$ cat src/rtl/cos_pkg.sv
package cos_pkg;
   // byte offset of the interrupt control/status register
   localparam int unsigned IRQ_OFS     = 7;
   // offset left empty between the two input banks
   localparam int unsigned GAP_OFS     = 3;
   // position of the active-low pending flag in the status byte
   localparam int unsigned PEND_BIT    = 6;
   localparam int unsigned BUS_W       = 8;

   typedef enum logic [1:0] {
      ACC_EMPTY = 2'd0,
      ACC_PORT  = 2'd1,
      ACC_CTRL  = 2'd2
   } acc_kind_t;

   // byte offset -> input group, -1 when the offset holds no inputs
   function automatic int ofs_to_group(input int unsigned ofs);
      if (ofs < GAP_OFS)                        return int'(ofs);
      else if (ofs > GAP_OFS && ofs < IRQ_OFS)  return int'(ofs) - 1;
      else                                      return -1;
   endfunction
endpackage

$ cat src/rtl/cos_sync.sv
module cos_sync #(
   parameter int W      = 8,
   parameter int STAGES = 2
) (
   input  logic         clk,
   input  logic         rst_n,
   input  logic [W-1:0] d_i,
   output logic [W-1:0] q_o
);
   if (STAGES < 2) begin : g_bad_stages
      $error("cos_sync: STAGES must be at least 2");
   end

   logic [W-1:0] chain_q [STAGES];

   always_ff @(posedge clk or negedge rst_n) begin
      if (!rst_n) begin
         for (int k = 0; k < STAGES; k++) chain_q[k] <= '0;
      end else begin
         chain_q[0] <= d_i;
         for (int k = 1; k < STAGES; k++) chain_q[k] <= chain_q[k-1];
      end
   end

   assign q_o = chain_q[STAGES-1];
endmodule

$ cat src/rtl/cos_group_det.sv
module cos_group_det #(
   parameter int W = 8
) (
   input  logic         clk,
   input  logic         rst_n,
   input  logic [W-1:0] line_i,
   input  logic         en_i,
   input  logic         clr_i,
   output logic         hit_o,
   output logic         flag_o
);
   logic [W-1:0] prev_q;
   logic         flag_q;

   always_ff @(posedge clk or negedge rst_n) begin
      if (!rst_n) prev_q <= '0;
      else        prev_q <= line_i;
   end

   assign hit_o = |(line_i ^ prev_q);

   // a fresh armed edge wins over a simultaneous clear
   always_ff @(posedge clk or negedge rst_n) begin
      if (!rst_n)                flag_q <= 1'b0;
      else if (hit_o && en_i)    flag_q <= 1'b1;
      else if (clr_i)            flag_q <= 1'b0;
   end

   assign flag_o = flag_q;

   p_edge_latch_r4: assert property (@(posedge clk) disable iff (!rst_n)
      (hit_o && en_i) |=> flag_o);

   p_disarmed_quiet_r5: assert property (@(posedge clk) disable iff (!rst_n)
      (!en_i && !flag_o) |=> !flag_o);

   p_ack_clears_r7: assert property (@(posedge clk) disable iff (!rst_n)
      (clr_i && !(hit_o && en_i)) |=> !flag_o);

   p_collide_keep_r8: assert property (@(posedge clk) disable iff (!rst_n)
      (clr_i && hit_o && en_i) |=> flag_o);
endmodule

$ cat src/rtl/cos_irq_ctrl.sv
module cos_irq_ctrl #(
   parameter int GROUPS      = 6,
   parameter int GROUP_W     = 8,
   parameter int SYNC_STAGES = 2,
   parameter int ADDR_W      = 3
) (
   input  logic                        clk,
   input  logic                        rst_n,
   input  logic [ADDR_W-1:0]           bus_addr_i,
   input  logic                        bus_rd_i,
   input  logic                        bus_wr_i,
   input  logic [7:0]                  bus_wdata_i,
   output logic [7:0]                  bus_rdata_o,
   input  logic [GROUPS*GROUP_W-1:0]   pins_i,
   output logic                        irq_o
);
   import cos_pkg::*;

   localparam int LINES = GROUPS * GROUP_W;
   localparam logic [ADDR_W-1:0] CTRL_ADDR = ADDR_W'(IRQ_OFS);

   if (GROUP_W != BUS_W) begin : g_bad_width
      $error("cos_irq_ctrl: GROUP_W must equal the bus width");
   end
   if (GROUPS != 6) begin : g_bad_groups
      $error("cos_irq_ctrl: the window map holds exactly six groups");
   end
   if ((1 << ADDR_W) != IRQ_OFS + 1) begin : g_bad_addr
      $error("cos_irq_ctrl: ADDR_W must span an eight byte window");
   end

   logic [LINES-1:0]  lines_s;
   logic [GROUPS-1:0] en_q;
   logic [GROUPS-1:0] hit;
   logic [GROUPS-1:0] flag;
   logic              ctrl_sel;
   logic              ack;
   acc_kind_t         kind;

   cos_sync #(.W(LINES), .STAGES(SYNC_STAGES)) i_sync (
      .clk   (clk),
      .rst_n (rst_n),
      .d_i   (pins_i),
      .q_o   (lines_s)
   );

   assign ctrl_sel = (bus_addr_i == CTRL_ADDR);
   assign ack      = bus_rd_i && ctrl_sel;

   for (genvar g = 0; g < GROUPS; g++) begin : g_grp
      cos_group_det #(.W(GROUP_W)) i_det (
         .clk    (clk),
         .rst_n  (rst_n),
         .line_i (lines_s[g*GROUP_W +: GROUP_W]),
         .en_i   (en_q[g]),
         .clr_i  (ack),
         .hit_o  (hit[g]),
         .flag_o (flag[g])
      );
   end

   always_ff @(posedge clk or negedge rst_n) begin
      if (!rst_n)                   en_q <= '0;
      else if (bus_wr_i && ctrl_sel) en_q <= bus_wdata_i[GROUPS-1:0];
   end

   assign irq_o = |flag;

   always_comb begin
      if (ctrl_sel)                                   kind = ACC_CTRL;
      else if (ofs_to_group(int'(bus_addr_i)) >= 0)   kind = ACC_PORT;
      else                                            kind = ACC_EMPTY;
   end

   always_comb begin
      int grp;
      grp         = ofs_to_group(int'(bus_addr_i));
      bus_rdata_o = '0;
      case (kind)
         ACC_CTRL: begin
            bus_rdata_o[GROUPS-1:0] = flag;
            bus_rdata_o[PEND_BIT]   = ~irq_o;
         end
         ACC_PORT: bus_rdata_o = lines_s[grp*GROUP_W +: GROUP_W];
         default:  bus_rdata_o = '0;
      endcase
   end

   p_mask_load_r3: assert property (@(posedge clk) disable iff (!rst_n)
      (bus_wr_i && ctrl_sel) |=> (en_q == $past(bus_wdata_i[GROUPS-1:0])));

   p_port_write_ignored_r10: assert property (@(posedge clk) disable iff (!rst_n)
      (bus_wr_i && !ctrl_sel) |=> $stable(en_q));

   p_status_format_r6: assert property (@(posedge clk) disable iff (!rst_n)
      ack |-> (bus_rdata_o[7] == 1'b0 && bus_rdata_o[PEND_BIT] == !irq_o));

   p_irq_drops_r7: assert property (@(posedge clk) disable iff (!rst_n)
      (ack && !(|(hit & en_q))) |=> !irq_o);

   p_gap_zero_r2: assert property (@(posedge clk) disable iff (!rst_n)
      (bus_addr_i == ADDR_W'(GAP_OFS)) |-> (bus_rdata_o == 8'h00));
endmodule

$ cat config.mk
export PLATFORM = sky130hd
export DESIGN_NAME = cos_irq_ctrl
export DESIGN_NICKNAME = d
export VERILOG_FILES = /design/src/rtl/cos_pkg.sv /design/src/rtl/cos_sync.sv /design/src/rtl/cos_group_det.sv /design/src/rtl/cos_irq_ctrl.sv
export SDC_FILE = /design/constraint.sdc
export NUM_CORES = 1
export LEC_CHECK = 0
export CAP_MARGIN = 25
export CORE_UTILIZATION = 25
export CTS_BUF_LIST = sky130_fd_sc_hd__clkbuf_16
export CTS_CLUSTER_DIAMETER = 200
export DETAILED_ROUTE_END_ITERATION = 10
export SLEW_MARGIN = 25
export SYNTH_ARGS = -nofsm -noshare
export SYNTH_HDL_FRONTEND = slang
export SYNTH_SLANG_ARGS = --single-unit
$ cat constraint.sdc
create_clock -name clk -period 4.05 [get_ports clk]
set_clock_uncertainty 0.05 [all_clocks]
set_input_delay 0.6075 -clock clk [delete_from_list [all_inputs] [get_ports clk]]
set_output_delay 0.6075 -clock clk [all_outputs]
set_load 0.03 [all_outputs]
==> out/qor.yml <==
clocking:
  clock_path_buffers: 2
  clock-sinks: 156
  numCtsBuffers: 17
  root_buffer: "clkbuf_16"
  ctsHtreeMaxLevel: 4
  path_clk_slew_ns: 0.07
  clock_latency_ns: 0.43
  post_cts_buffers: 0
  cts_tree: "done"
routing:
  drt_iter0_drc: 81
  drtAntennaViolNets: 0
  via_count: 2725
  dr.pass1.iters: 4
  drc: 0
  routed_wl_mm: 10.21
  wl_per_cell_um: 14.67
  via_per_inst: 3.915
cells_and_area:
  post-route-cell-area_sq_um: 6913
  antenna_cells: 0
  final_util_pct: 33.95
  fillers: 1951
  multi_input_area_sq_um: 1241
  areaGrowthSynthToFinish_pct: 32.27
  drive_gt1_share_pct: 15.02
  nets: 479
  ff_latch_area_sq_um: 3904
global_routing:
  grt_max_degree: 118
  overflow: 0
  track_usage_pct: 10.62
  antenna_found_initial: 0
  grt_pass1_vias: 3095
  grt_pass1_wl_mm: 16.64
run:
  maxCapViolCount: 0
setup_path:
  r2r_end: "g_grp[1].i_det.flag_o"
  r2r_cells: 4
  path_cells: "clkdlybuf4s50_1 -> inv_1 -> ha_1 -> o211ai_1 -> o21ai_2 -> nor3_1 -> nand2_1 -> o221ai_1 -> buf_4"
  start_kind: "input port"
  worstSetupPathType: "input port to primary output"
  slowest_stage: "clkdlybuf4s50_1"
  crit_buf_inv: 3
  cpPeakStageDelay_ns: 0.63
  endpoint: "bus_rdata_o[0]"
  arrival_ns: 3.02
  ff2ff_setup_slack_ns: 2.79
  startpoint: "bus_addr_i[1]"
  path_max_fanout: 11
  endpoint_kind: "primary output"
  worst-path-stages: 9
  r2r-start: "i_sync.q_o[15]"
  crit_required_ns: 3.39
  path_delay_family: "buffers and inverters"
yosys:
  synth-edff-count: 0
  syn_nets: 390
  yosys_warnings: 0
  synth_async_sr_flop_share_pct: 100.0
  synth_area_sq_um: 5226
  synth_cells: 324
  yosysUniqueCellTypes: 31
  synth_seq_cells: 156
  syn_area_per_cell_sq_um: 16.13
  ys.flop_type: "dfrtp_1"
  seq_area_frac_synth_pct: 74.69
place:
  placed_area_sq_um: 6317
  place.gp.congestion: 0.8279
  place_hpwl_mm: 7.284
  io_buffers: 69
floorplan:
  die_w_um: 146.6
  die_area_sq_um: 21490
  fp.dieH_um: 146.6
  rows: 52
  start_util_pct: 25.66
  pin_count: 72
  core_area_sq_um: 20360
sta:
  setup_tns_ns: 0
  setup_viol: 0
  tightestPinTransition_ns: 0.8897
  post-route-period-util_pct: 90.86
  whs_ns: 0.2490
  hold_viol_final: 0
  maxSlewViolCount: 0
  period_minus_slack_ns: 3.680
  rsz0062_at_grt: "no"
  slew_headroom_pct: 40.68
  fmax_mhz: 271.7
outcome:
  status: "completed"
power:
  power_mw: 3.580
  p_leak_nw: 2.873
  power_density_nw_per_um2: 517.8
  peakVddDrop_uv: 241.6
worst_hold_path:
  worstHoldPathType: "input port to asynchronous set/reset pin"
power breakdown:
group | leakage (nW) | internal (mW) | switching [mW]
clock network | 0.285 | 0.830 | 0.710
registers | 1.81 | 1.65 | 0.0538
logic | 0.782 | 0.182 | 0.154
total | 2.87 | 2.66 | 0.918
cell usage in the layout (no fill, tap or decap), types with 3 or more instances in the layout:
cell,instances
buf_12,7
o21ai_0,6
nand2_1,23
o221ai_1,7
ha_1,3
mux2i_1,21
inv_1,5
mux2_2,12
clkdlybuf4s50_1,60
nor2_1,4
dfrtp_1,156
nand4_1,13
clkbuf_16,17
xnor2_1,48
buf_4,9
inv_8,8
synthesized netlist by cell type, types with 2 or more instances:
cell type    n  area, sq um
buf_2        2        10.01
buf_6        5        56.30
dfrtp_1    156         3904
ha_1         3        37.54
inv_1        5        18.77
mux2_2      12        135.1
mux2i_1     21        210.2
nand2_1     23        86.33
nand4_1     13        81.33
nor2_1       4        15.01
o21ai_0      6        30.03
o21ai_1      2        10.01
o221ai_1     7        61.31
xnor2_1     48        420.4
per-layer routing:
layer,vias up,GRT usage (%),part of all wire [%]
met3,19,3.906,5.7
met5,-,0,0
met4,0,4.375,2.0
li1,1282,-,-
met2,70,16.28,47
met1,1354,13.50,46
logic make-up after synthesis:
logic type                 share of synthesized area [%]
adders and majority gates                         0.7183
AOI/OAI and AO/OA                                  3.567
xor gates and xnor gates                           8.044
muxes                                              7.110
buffers and inverters                              1.628
and+or+nand+nor                                    4.237
DFF                                                74.69
registers in the layout (all words and copies together), names as in the netlist:
signal,cells
en_q,6
g_grp.i_det.flag_o,6
g_grp.i_det.prev_q,48
i_sync.chain_q,48
i_sync.q_o,48
stage by stage:
step | worst slack (ns) | instances
finish | 0.3700 | 696
global route | 0.2525 | 696
CTS | 0.1656 | 696
detailed placement | 0.2032 | 664
global placement | 0.2890 | 664
floorplan | 1.061 | 324
worst min-delay path by stage:
stage | from | endpoint | slack [ns] | cells past startpoint
global route | i_sync.chain_q[51] | i_sync.q_o[3] | 0.31 | 0
detailed placement | i_sync.chain_q[69] | i_sync.q_o[21] | 0.28 | 0
floorplan | rst_n | en_q[0] | 0.26 | 0
CTS | i_sync.chain_q[80] | i_sync.q_o[32] | 0.30 | 0
finish | rst_n | i_sync.q_o[22] | 0.25 | 1
global placement | i_sync.chain_q[73] | i_sync.q_o[25] | 0.29 | 0
layout make-up:
type | instances | area share, %
Clock inverter | 15 | 2.371
Inverter | 5 | 0.2715
Clock buffer | 17 | 6.154
Sequential cell | 156 | 56.47
Tap cell | 270 | 4.887
Timing Repair Buffer | 77 | 11.89
Multi-Input combinational cell | 156 | 17.95
repair_timing:
| item | CTS | global route |
|---|---|---|
| gates resized for setup | 0 | 1 |
| hold buffers | 0 | 0 |
| endpoints found under the setup margin | 0 | 1 |
Note: power is estimated with default switching activity, not from simulation.
